[config.mk]
export PLATFORM = sky130hd
export DESIGN_NAME = spwm_bridge_seq
export DESIGN_NICKNAME = d
export VERILOG_FILES = /design/src/rtl/spwm_pkg.sv /design/src/rtl/spwm_tick_gen.sv /design/src/rtl/spwm_slot_seq.sv /design/src/rtl/spwm_bridge_seq.sv
export SDC_FILE = /design/constraint.sdc
export NUM_CORES = 1
export LEC_CHECK = 0
export ABC_AREA = 1
export BUFFER_PORTS_ARGS = -buffer_cell sky130_fd_sc_hd__buf_2
export CAP_MARGIN = 10
export CORE_ASPECT_RATIO = 0.6
export CORE_MARGIN = 8
export CORE_UTILIZATION = 40
export CTS_CLUSTER_DIAMETER = 40
export CTS_CLUSTER_SIZE = 25
export DETAILED_ROUTE_END_ITERATION = 16
export GPL_ROUTABILITY_DRIVEN = 0
export PLACE_DENSITY = 0.57
export SYNTH_ARGS = -nofsm -noshare
export SYNTH_HDL_FRONTEND = slang
export SYNTH_SLANG_ARGS = --single-unit
[constraint.sdc]
create_clock -name clk -period 2.8 [get_ports clk]
set_input_delay 0.56 -clock clk [delete_from_list [all_inputs] [get_ports clk]]
set_output_delay 0.56 -clock clk [all_outputs]
set_load 0.005 [all_outputs]
[src/rtl/spwm_pkg.sv]
package spwm_pkg;

    localparam int SLOTS_PER_HALF = 20;
    localparam int DEAD_SLOT      = SLOTS_PER_HALF - 1;
    localparam int SLOT_W         = $clog2(SLOTS_PER_HALF);
    localparam int DUTY_W         = 8;

    typedef enum logic {
        HALF_POS = 1'b0,
        HALF_NEG = 1'b1
    } half_e;

    // On-time in ticks for a slot; rising half stored, falling half mirrored.
    function automatic logic [DUTY_W-1:0] duty_of(input logic [SLOT_W-1:0] slot);
        logic [SLOT_W-1:0] idx;
        logic [DUTY_W-1:0] val;
        idx = (slot > SLOT_W'(9)) ? SLOT_W'(18) - slot : slot;
        case (idx)
            SLOT_W'(0): val = 8'h06;
            SLOT_W'(1): val = 8'h09;
            SLOT_W'(2): val = 8'h0E;
            SLOT_W'(3): val = 8'h12;
            SLOT_W'(4): val = 8'h15;
            SLOT_W'(5): val = 8'h19;
            SLOT_W'(6): val = 8'h1B;
            SLOT_W'(7): val = 8'h1D;
            SLOT_W'(8): val = 8'h1E;
            SLOT_W'(9): val = 8'h1E;
            default:    val = 8'h00;
        endcase
        if (slot >= SLOT_W'(DEAD_SLOT)) val = 8'h00;
        return val;
    endfunction

endpackage

[src/rtl/spwm_tick_gen.sv]
module spwm_tick_gen #(
    parameter int TICK_DIV = 1000
) (
    input  logic clk,
    input  logic rst,
    input  logic en,
    output logic tick
);
    localparam int CW = (TICK_DIV > 1) ? $clog2(TICK_DIV) : 1;

    logic [CW-1:0] cnt_d, cnt_q;

    always_comb begin
        cnt_d = cnt_q;
        tick  = 1'b0;
        if (en) begin
            if (cnt_q == CW'(TICK_DIV - 1)) begin
                cnt_d = '0;
                tick  = 1'b1;
            end else begin
                cnt_d = cnt_q + 1'b1;
            end
        end
    end

    always_ff @(posedge clk) begin
        if (rst) cnt_q <= '0;
        else     cnt_q <= cnt_d;
    end
endmodule

[src/rtl/spwm_slot_seq.sv]
module spwm_slot_seq
    import spwm_pkg::*;
#(
    parameter int TICKS_PER_SLOT = 50,
    parameter int TW = $clog2(TICKS_PER_SLOT)
) (
    input  logic              clk,
    input  logic              rst,
    input  logic              tick,
    output logic [TW-1:0]     tcnt,
    output logic [SLOT_W-1:0] slot,
    output half_e             half
);
    typedef struct packed {
        logic [TW-1:0]     tcnt;
        logic [SLOT_W-1:0] slot;
        half_e             half;
    } seq_t;

    seq_t st_d, st_q;

    always_comb begin
        st_d = st_q;
        if (tick) begin
            if (st_q.tcnt == TW'(TICKS_PER_SLOT - 1)) begin
                st_d.tcnt = '0;
                if (st_q.slot == SLOT_W'(DEAD_SLOT)) begin
                    st_d.slot = '0;
                    st_d.half = (st_q.half == HALF_POS) ? HALF_NEG : HALF_POS;
                end else begin
                    st_d.slot = st_q.slot + 1'b1;
                end
            end else begin
                st_d.tcnt = st_q.tcnt + 1'b1;
            end
        end
    end

    always_ff @(posedge clk) begin
        if (rst) st_q <= '{tcnt: '0, slot: '0, half: HALF_POS};
        else     st_q <= st_d;
    end

    assign tcnt = st_q.tcnt;
    assign slot = st_q.slot;
    assign half = st_q.half;
endmodule

[src/rtl/spwm_bridge_seq.sv]
module spwm_bridge_seq
    import spwm_pkg::*;
#(
    parameter int TICK_DIV       = 1000,
    parameter int TICKS_PER_SLOT = 50
) (
    input  logic clk,
    input  logic rst,
    input  logic en,
    output logic gate_pos,
    output logic gate_neg,
    output logic half_neg
);
    localparam int TW = $clog2(TICKS_PER_SLOT);

    logic              tick_w;
    logic [TW-1:0]     tcnt_w;
    logic [SLOT_W-1:0] slot_w;
    half_e             half_w;
    logic [DUTY_W-1:0] duty_w;
    logic              on_w;

    spwm_tick_gen #(.TICK_DIV(TICK_DIV)) u_tick (
        .clk  (clk),
        .rst  (rst),
        .en   (en),
        .tick (tick_w)
    );

    spwm_slot_seq #(.TICKS_PER_SLOT(TICKS_PER_SLOT), .TW(TW)) u_seq (
        .clk  (clk),
        .rst  (rst),
        .tick (tick_w),
        .tcnt (tcnt_w),
        .slot (slot_w),
        .half (half_w)
    );

    always_comb begin
        duty_w   = duty_of(slot_w);
        on_w     = en && (DUTY_W'(tcnt_w) < duty_w);
        gate_pos = on_w && (half_w == HALF_POS);
        gate_neg = on_w && (half_w == HALF_NEG);
        half_neg = (half_w == HALF_NEG);
    end
endmodule

==> reports/metrics.cfg, run 1 <==
[yosys]
synthCells=198
yosysSeqAreaShare=0.303
syn_area_mm2=0.00145
syn_avg_cell_area_um2=7.34
yosysWarnings=0
yosysTopAreaCell=dfxtp_1
ys_ff_latch=22
synthTopCellsByArea=dfxtp_1 30%, nand2_1 9.8%, ha_1 8.6%, nor2_1 6.7%, inv_1 5.7%
synthesis.nets=211
synth_top_area_frac=0.303
synth_cell_type_count=32

[critical_path]
critical_path.max_stage_delay_ns=0.34
cp-start-kind=flop
path_cells=inv_2 -> ha_4 -> inv_2 -> nand2_2 -> nand2_2 -> nand2_4 -> nand2_4 -> nand2_2 -> nand2_4 -> buf_6 -> o221ai_2 -> nand2_1 -> ha_4 -> nand2_1 -> inv_1 -> nand2_1 -> nand2_1 -> nand2_1 -> nand2_1 -> nor2_1 -> buf_2
setup.worst_path.start=u_seq.slot[1]$_SDFFE_PP0P_
critPathMostFrequentCell=nand2_1
critical_path_arrival_ns=2.50
r2r-start=u_seq.tcnt[0]$_SDFFE_PP0P_
regToRegEndpoint=u_seq.slot[3]$_SDFFE_PP0P_
regToRegSetupSlack_ns=1.01
endpoint=gate_neg
required_ns=2.24
worst_setup_path_end_kind=output pin
cp.depth=21
ff2ff_path_depth=9
critPathMaxFanout=4
critPathKind=reg -> out
cp_top_family=simple AND/OR/NAND/NOR gates
path_buf_inv=5
crit_slowest_cell=dfxtp_2

[floorplanning]
fp.coreArea_mm2=0.00357
io_pins=6
die_w_um=93.8
dieArea_mm2=0.00588
fp-row-count=17
initial_core_util=0.407
die_h_um=62.7

[clocking]
cts_buffer_depth=2
cts_tree=done
cts_hold_buf=0
htree_levels=1
clockRootBuffer=clkbuf_8
clock_latency_ns=0.26
cts.sinks=22
path_clk_slew_ns=0.08
numCtsBuffers=3

[status]
violations=negative setup slack
status=finished, violations left

[layout]
layout_commonest_cell=nand2_1
diodes=0
seq_area_um2=447
fin_util=0.510
instances_no_fill=268
drive_above_1_share=0.335
nFillCells=347
final_cell_mix=33 x nand2_1, 21 x nor2_1, 19 x inv_1, 19 x dfxtp_1, 15 x buf_4
multi_input_area_mm2=0.00102
area_growth_pct=25.5
nNetsFinal=236

[timing]
max_freq_ghz=0.327
skew_ns=0.00736
fin_crit_sh=1.09
timing.slew.headroom=0.769
setup-tns-final_ns=-0.519
timing.final.ws_setup_ns=-0.261
finalHoldViolCount=0
worst_pin_slew_ns=0.344
slew_violations=0
rsz0062_at_grt=yes
setup_viol=2
fin_crit_ns=3.06

[power_and_ir_drop]
vdd_drop_max_mv=0.252
finalPower_uw=538
p_leak_nw=0.732
p_per_area_mw_per_mm2=295

[drt]
drt_iter0_markers=127
ant_nets=0
route.detailed.drc=0
dr.pass1.iters=4
routed_wl_um=3430
via_count=1300
post_drt_wl_per_cell_um=12.8
via_per_inst=4.85

[place]
hpwlAfterDp_um=2490
dp_cells=262
port_buffers=5

[run]
maxCapViolCount=0

[grt]
grt_pass1_vias=1136
overflow=0
grt_max_degree=12
antenna_found_initial=0
grt_pass1_wl_um=5550
grt_util_all_layers=0.116

[hold_path]
holdCritPathClass=reg -> reg

[sequential cells by signal, indices dropped and copies added, names as in the netlist]
| signal | cells |
|---|---|
| u_seq.slot | 5 |
| u_tick.cnt_q | 10 |
| u_seq.half | 1 |
| u_seq.tcnt | 6 |
[final cells by class]
| type | instances | area share |
|---|---|---|
| repair buffers | 21 | 0.0817 |
| multi-input cells | 148 | 0.561 |
| flip-flops and latches | 22 | 0.245 |
| clock buffers | 3 | 0.0226 |
| inverters | 27 | 0.0570 |
| well taps | 47 | 0.0323 |
[per-layer routing]
layer / GRT usage / share of wire / vias up
met4: 0.0314 / 0.015 / 0
met1: 0.188 / 0.57 / 573
met2: 0.142 / 0.37 / 32
li1: - / - / 691
met3: 0.0252 / 0.043 / 4
met5: 0 / 0 / -
[logic make-up after synthesis]
| group | count (synthesis) | synth area share |
|---|---|---|
| xor gates and xnor gates | 7 | 0.0422 |
| adders and majority gates | 10 | 0.0861 |
| DFF | 22 | 0.303 |
| AOI/OAI and AO/OA | 25 | 0.0991 |
| buffers and inverters | 28 | 0.0784 |
| and+or+nand+nor | 106 | 0.391 |
[per-stage QoR]
step / hold slack (ns) / setup WS, ns / instance area, µm²
after global routing: 0.524 / -0.428 / 1820
final: 0.498 / -0.261 / 1820
after floorplan: 0.444 / 0.105 / 1450
after global placement: 0.477 / -0.0519 / 1620
after CTS: 0.499 / -0.234 / 1750
after detailed placement: 0.472 / -0.00510 / 1620
[synthesized netlist by cell type (all sizes together)]
| cell type | count |
|---|---|
| o21ai | 11 |
| xnor2 | 2 |
| nand4 | 4 |
| a21oi | 8 |
| nor2 | 30 |
| a31oi | 1 |
| nor3 | 12 |
| inv | 26 |
| o221ai | 1 |
| buf | 1 |
| nor3b | 5 |
| dfxtp | 22 |
| ha | 10 |
| xor2 | 5 |
| o21bai | 1 |
| clkinv | 1 |
| nor4 | 1 |
| nand2 | 44 |
| a211oi | 2 |
| o21a | 1 |
| nand3 | 10 |
[report_power, final]
group	switching [mW]	internal [mW]	total, mW
clock network	0.104	0.0961	0.200
logic	0.0143	0.00748	0.0218
registers	0.00227	0.314	0.317
total	0.120	0.418	0.538
[worst min-delay path by stage]
stage / startpoint / end / slack (ns) / cells after the start
6_report: u_tick.cnt_q[9]$_SDFFE_PP0P_ / u_tick.cnt_q[9]$_SDFFE_PP0P_ / 0.50 / 1
5_1_grt: u_tick.cnt_q[9]$_SDFFE_PP0P_ / u_tick.cnt_q[9]$_SDFFE_PP0P_ / 0.52 / 1
4_1_cts: u_tick.cnt_q[9]$_SDFFE_PP0P_ / u_tick.cnt_q[9]$_SDFFE_PP0P_ / 0.50 / 1
3_5_place_dp: u_tick.cnt_q[9]$_SDFFE_PP0P_ / u_tick.cnt_q[9]$_SDFFE_PP0P_ / 0.47 / 1
3_3_place_gp: u_tick.cnt_q[9]$_SDFFE_PP0P_ / u_tick.cnt_q[9]$_SDFFE_PP0P_ / 0.48 / 1
2_1_floorplan: u_tick.cnt_q[9]$_SDFFE_PP0P_ / u_tick.cnt_q[9]$_SDFFE_PP0P_ / 0.44 / 1
[timing repair]
action / CTS / global route
pin swaps: 9 / 14
endpoints found under the setup margin: 2 / 2
buffers inserted: 2 / 1
resized for setup: 22 / 15
[worst reg2reg max path, delay by kind of cell (launching register included)]
kind	cells	cell delay [ns]
flops	1	0.44
fa+ha+maj	1	0.20
simple gates	4	0.71
buf+inv	2	0.18
compound gates	2	0.16
No activity file was read; power rests on OpenSTA's default activity.
==> run 2: changes to the inputs <==
--- a/config.mk
+++ b/config.mk
@@ -5,10 +5,9 @@
 export SDC_FILE = /design/constraint.sdc
 export NUM_CORES = 1
 export LEC_CHECK = 0
-export ABC_AREA = 1
 export BUFFER_PORTS_ARGS = -buffer_cell sky130_fd_sc_hd__buf_2
 export CAP_MARGIN = 10
-export CORE_ASPECT_RATIO = 0.6
+export CORE_ASPECT_RATIO = 0.9
 export CORE_MARGIN = 8
 export CORE_UTILIZATION = 40
 export CTS_CLUSTER_DIAMETER = 40
==> reports/metrics.cfg, run 2 <==
[status]
status=finished, violations left
violations=negative setup slack

[timing]
fin_crit_sh=1.22
max_freq_ghz=0.294
finalHoldViolCount=0
rsz0062_at_grt=yes
timing.slew.headroom=0.576
setup_viol=2
timing.final.ws_setup_ns=-0.605
setup-tns-final_ns=-1.20
skew_ns=0.00545
fin_crit_ns=3.41
worst_pin_slew_ns=0.631
slew_violations=0

[floorplanning]
dieArea_mm2=0.00557
fp-row-count=20
die_h_um=71.6
io_pins=6
initial_core_util=0.413
fp.coreArea_mm2=0.00333
die_w_um=77.8

[critical_path]
r2r-start=u_tick.cnt_q[3]$_SDFFE_PP0P_
path_cells=inv_4 -> ha_4 -> nand2b_4 -> o21ai_4 -> mux2_4 -> a211oi_2 -> o31ai_2 -> ha_1 -> a21oi_1 -> nor2b_1 -> o21ai_1 -> nand2_1 -> nor3_2 -> buf_2
critPathMaxFanout=3
regToRegEndpoint=u_seq.slot[2]$_SDFFE_PP0P_
critPathKind=reg -> out
setup.worst_path.start=u_seq.slot[1]$_SDFFE_PP0P_
crit_slowest_cell=dfxtp_4
worst_setup_path_end_kind=output pin
cp-start-kind=flop
regToRegSetupSlack_ns=0.69
ff2ff_path_depth=5
required_ns=2.24
critical_path.max_stage_delay_ns=0.37
critical_path_arrival_ns=2.85

[grt]
overflow=0
grt_util_all_layers=0.116
antenna_found_initial=0
grt_pass1_wl_um=5290
grt_max_degree=16
grt_pass1_vias=1236

[power_and_ir_drop]
power_frac_seq=0.529
clockPowerShare=0.440
p_sw_uw=121
p_sw_frac=0.203
p_per_area_mw_per_mm2=334
internal_power_uw=476
p_comb_frac=0.030
vdd_drop_max_mv=0.245
p_leak_nw=0.677
finalPower_uw=597

[drt]
dr_wl_met2_um=1590
post_drt_wl_per_cell_um=13.6
via_per_inst=5.29
drt_iter0_markers=45
ant_nets=0
wl_met1_um=1460
dr.pass1.iters=4
met3_wirelength_um=83
top_layer_used=met4
route.detailed.drc=0
routed_wl_um=3220
via_count=1254

[hold_path]
holdCritStartpoint=u_tick.cnt_q[1]$_SDFFE_PP0P_
holdPathStages=2
holdCritPathClass=reg -> reg
holdPathEnd=u_tick.cnt_q[1]$_SDFFE_PP0P_

[yosys]
synth-edff-count=0
async_flop_share=0
yosysWarnings=0
synth_top_area_frac=0.321
synthTopCellsByArea=dfxtp_1 32%, ha_1 9.1%, xnor2_1 7.0%, nor2_1 6.0%, nor3_1 4.0%
synthesis.nets=179
syn_area_mm2=0.00137
yosysTopAreaCell=dfxtp_1
synth_common_cells=22 x dfxtp_1, 22 x nor2_1, 11 x nor3_1, 11 x xnor2_1
yosysSeqAreaShare=0.321
synth_ff_type=dfxtp_1
syn_avg_cell_area_um2=8.28
synth_cell_type_count=36
ys_ff_latch=22
synthCells=166

[run]
maxCapViolCount=0

[clocking]
cts_tree=done
numCtsBuffers=3
clockRootBuffer=clkbuf_8
path_clk_slew_ns=0.08
cts_buffer_depth=2
htree_levels=1
clock_latency_ns=0.27
cts_hold_buf=0
cts.sinks=22

[layout]
largest_reg_flops=10
largest_register=u_tick.cnt_q
layout_commonest_cell=buf_4
nNetsFinal=207
fin_util=0.538
drive_above_1_share=0.290
final_cell_mix=24 x buf_4, 21 x nor2_1, 18 x dfxtp_1
diodes=0
area_growth_pct=30.2

[place]
port_buffers=5
hpwlAfterDp_um=2400

## run 2: per-stage QoR
stage	hold slack (ns)	area (µm²)	worst slack [ns]	std cells
after floorplan	0.476	1430	-0.0714	166
after global placement	0.501	1630	-0.234	229
after detailed placement	0.516	1630	-0.393	229
after CTS	0.544	1760	-0.599	236
after global routing	0.567	1790	-0.724	237
final	0.540	1790	-0.605	237
## run 2: kinds of logic after synthesis
logic type / synth area share
compound gates: 0.127
xor+xnor: 0.102
fa+ha+maj: 0.0911
buf+inv: 0.0301
flops: 0.321
mux: 0.0310
simple gates: 0.299
## run 2: power groups by stage
| stage | Clock [mW] | Sequential, mW | Combinational, mW |
|---|---|---|---|
| floorplan | 0 | 0.324 | 0.0135 |
| detailed placement | 0 | 0.325 | 0.0183 |
| global placement | 0 | 0.325 | 0.0177 |
| global route | 0.283 | 0.317 | 0.0207 |
| CTS | 0.274 | 0.316 | 0.0182 |
| finish | 0.263 | 0.316 | 0.0181 |
## run 2: critical path: cells and delay by family (launching register included)
kind	cells	cell delay [ns]
AOI/OAI and AO/OA	5	0.79
and+or+nand+nor	4	0.48
adders and majority gates	2	0.44
DFF	1	0.37
muxes	1	0.33
buffers and inverters	2	0.17
## run 2: worst max path at each step
| stage | end | slack, ns |
|---|---|---|
| 2_1_floorplan | gate_neg | -0.07 |
| 3_3_place_gp | gate_neg | -0.23 |
| 5_1_grt | gate_neg | -0.72 |
| 3_5_place_dp | gate_neg | -0.39 |
| 6_report | gate_pos | -0.61 |
| 4_1_cts | gate_neg | -0.60 |
## run 2: layout make-up
cell class	count	area, µm²
well taps	44	55.1
repair buffers	29	205
multi-input cells	135	998
inverters	3	13.8
fillers	309	1540
flip-flops and latches	22	450
clock buffers	4	66.3
## run 2: timing repair
action,CTS,global route
setup buffers,3,1
endpoints found under the setup margin,2,2
resized for setup,9,6
endpoints found under the hold margin,0,0
pin swaps,8,5
## run 2: layer usage
layer | track usage | up-vias
met3 | 0.0275 | 9
met1 | 0.129 | 587
met4 | 0.0649 | 0
met2 | 0.200 | 13
li1 | - | 645
met5 | 0 | -
==> run 3: changes to the inputs <==
--- a/config.mk
+++ b/config.mk
@@ -17,4 +17,5 @@
 export PLACE_DENSITY = 0.57
 export SYNTH_ARGS = -nofsm -noshare
 export SYNTH_HDL_FRONTEND = slang
+export SYNTH_HIERARCHICAL = 1
 export SYNTH_SLANG_ARGS = --single-unit
==> reports/metrics.cfg, run 3 <==
[layout]
largest_register=u_tick/cnt_q
nNetsFinal=221
nFillCells=361
largest_reg_flops=10
final_cell_mix=22 x buf_4, 20 x dfxtp_1, 14 x nor2_1
drive_above_1_share=0.279
design_area_mm2=0.00188
layout_commonest_cell=buf_4
diodes=0
fin_util=0.510
instances_no_fill=250
area_growth_pct=23.7

[floorplanning]
dieArea_mm2=0.00602
io_pins=6
initial_core_util=0.413
fp.coreArea_mm2=0.00368
die_w_um=80.9
die_h_um=74.4
fp-row-count=21

[critical_path]
worst_setup_path_end_kind=output pin
critical_path_arrival_ns=2.82
critPathKind=reg -> out
critPathMaxFanout=6
ff2ff_path_depth=7
cp-start-kind=flop
required_ns=2.24

[yosys]
synth_top_family_by_area=simple AND/OR/NAND/NOR gates
yosys.area_share.simple=0.310
synth_compound_gate_area_share=0.218
synthTopCellsByArea=dfxtp_1 29%, ha_1 9.9%, a21oi_1 4.6%, nor2_1 3.5%, xor2_1 3.5%
yosysTopAreaCell=dfxtp_1
ys_ff_latch=22
synth-edff-count=0
synth_ff_type=dfxtp_1
synth_top_area_frac=0.290
synth_mux_area_frac=0.0140
synth-adder-area-share=0.0989
post-synth-top-count-cell=dfxtp_1
syn_area_mm2=0.00152
synthCells=178
synth_common_cells=22 x dfxtp_1, 14 x a21oi_1, 14 x nor2_1
synthesis.nets=193
async_flop_share=0
yosysSeqAreaShare=0.290
yosysWarnings=6
synth_cell_type_count=50
synth-xor-area-share=0.0404
syn_avg_cell_area_um2=8.53

[place]
post-place-ws_ns=-0.350
postPlaceCellArea_mm2=0.00177
dp_cells=245
hpwlAfterDp_um=2640
port_buffers=5

[grt]
overflow=0
grt_max_degree=14
grt_pass1_wl_um=5990
grt_pass1_vias=1337
antenna_found_initial=0
grt_util_all_layers=0.121

[drt]
routed_wl_um=3480
via_per_inst=5.66
via_count=1415
post_drt_wl_per_cell_um=13.9
drt_iter0_markers=65
ant_nets=0
dr.pass1.iters=4
route.detailed.drc=0

[timing]
fin_crit_ns=3.38
fin_crit_sh=1.21
timing.slew.headroom=0.674
setup_viol=2
rsz0062_at_grt=yes
worst_pin_slew_ns=0.487
skew_ns=0.00134
slew_violations=0
timing.hold.ws_ns=0.504
setup-tns-final_ns=-1.14
finalHoldViolCount=0
timing.final.ws_setup_ns=-0.583
max_freq_ghz=0.296

[power_and_ir_drop]
p_leak_nw=0.718
p_per_area_mw_per_mm2=280
finalPower_uw=525
vdd_drop_max_mv=0.355

[clocking]
cts_tree=done
cts.sinks=22
path_clk_slew_ns=0.07
numCtsBuffers=3
clockRootBuffer=clkbuf_8
cts_hold_buf=0
htree_levels=1
cts_buffer_depth=2
clock_latency_ns=0.25

[hold_path]
holdCritPathClass=reg -> reg
holdPathStages=2

[status]
violations=negative setup slack
status=finished, violations left

[run]
maxCapViolCount=0

==> run 3: path summary, 6_finish.rpt <==
path,startpoint,end,slack [ns]
setup / recovery,u_seq/slot[0]$_SDFFE_PP0P_,gate_pos,-0.58
hold / removal,u_tick/cnt_q[9]$_SDFFE_PP0P_,u_tick/cnt_q[9]$_SDFFE_PP0P_,0.50
setup reg to reg,u_tick/cnt_q[0]$_SDFFE_PP0P_,u_seq/slot[2]$_SDFFE_PP0P_,0.32
hold reg to reg,u_tick/cnt_q[9]$_SDFFE_PP0P_,u_tick/cnt_q[9]$_SDFFE_PP0P_,0.50
==> run 3: cells by family after synthesis <==
logic type                 Yosys count
buffers and inverters               10
xor gates and xnor gates             7
adders and majority gates           12
DFF                                 22
AOI/OAI and AO/OA                   48
muxes                                2
and+or+nand+nor                     77
==> run 3: timing repair <==
| action | 4_1_cts | 5_1_grt |
|---|---|---|
| gates cloned | 0 | 0 |
| gates resized for setup | 7 | 4 |
| endpoints found under the setup margin | 2 | 2 |
| pin swaps | 4 | 5 |
| setup buffers | 1 | 1 |
==> run 3: layer usage <==
layer / vias up / GRT usage / wire [µm]
met3: 2 / 0.0181 / 97
met2: 24 / 0.200 / 1640
met5: - / 0 / 0
met4: 0 / 0.0257 / 19
li1: 726 / - / -
met1: 663 / 0.161 / 1730
==> run 3: cell type report <==
cell class              instances  area, µm²  share of cell area
well taps                      46       57.6              0.0307
flip-flops and latches         22        448               0.239
multi-input cells             146       1110               0.594
repair buffers                 27        190               0.101
inverters                       6       25.0              0.0133
clock buffers                   3       41.3              0.0220
==> run 3: power breakdown <==
| part | leakage [nW] | total, mW | internal, mW | switching (mW) |
|---|---|---|---|---|
| clock network | 0.0216 | 0.186 | 0.0956 | 0.0907 |
| registers | 0.179 | 0.317 | 0.313 | 0.00340 |
| logic | 0.517 | 0.0220 | 0.00787 | 0.0141 |
| total | 0.718 | 0.525 | 0.417 | 0.108 |
==> run 3: worst max-delay path: stages (launching register included) <==
cell      delay, ns
dfxtp_4        0.38
or2_4          0.25
a221oi_4       0.25
mux2i_2        0.34
nand3_1        0.15
a31o_2         0.24
ha_4           0.21
a21o_1         0.17
a21o_1         0.16
a21oi_2        0.13
nor3b_2        0.15
buf_2          0.13
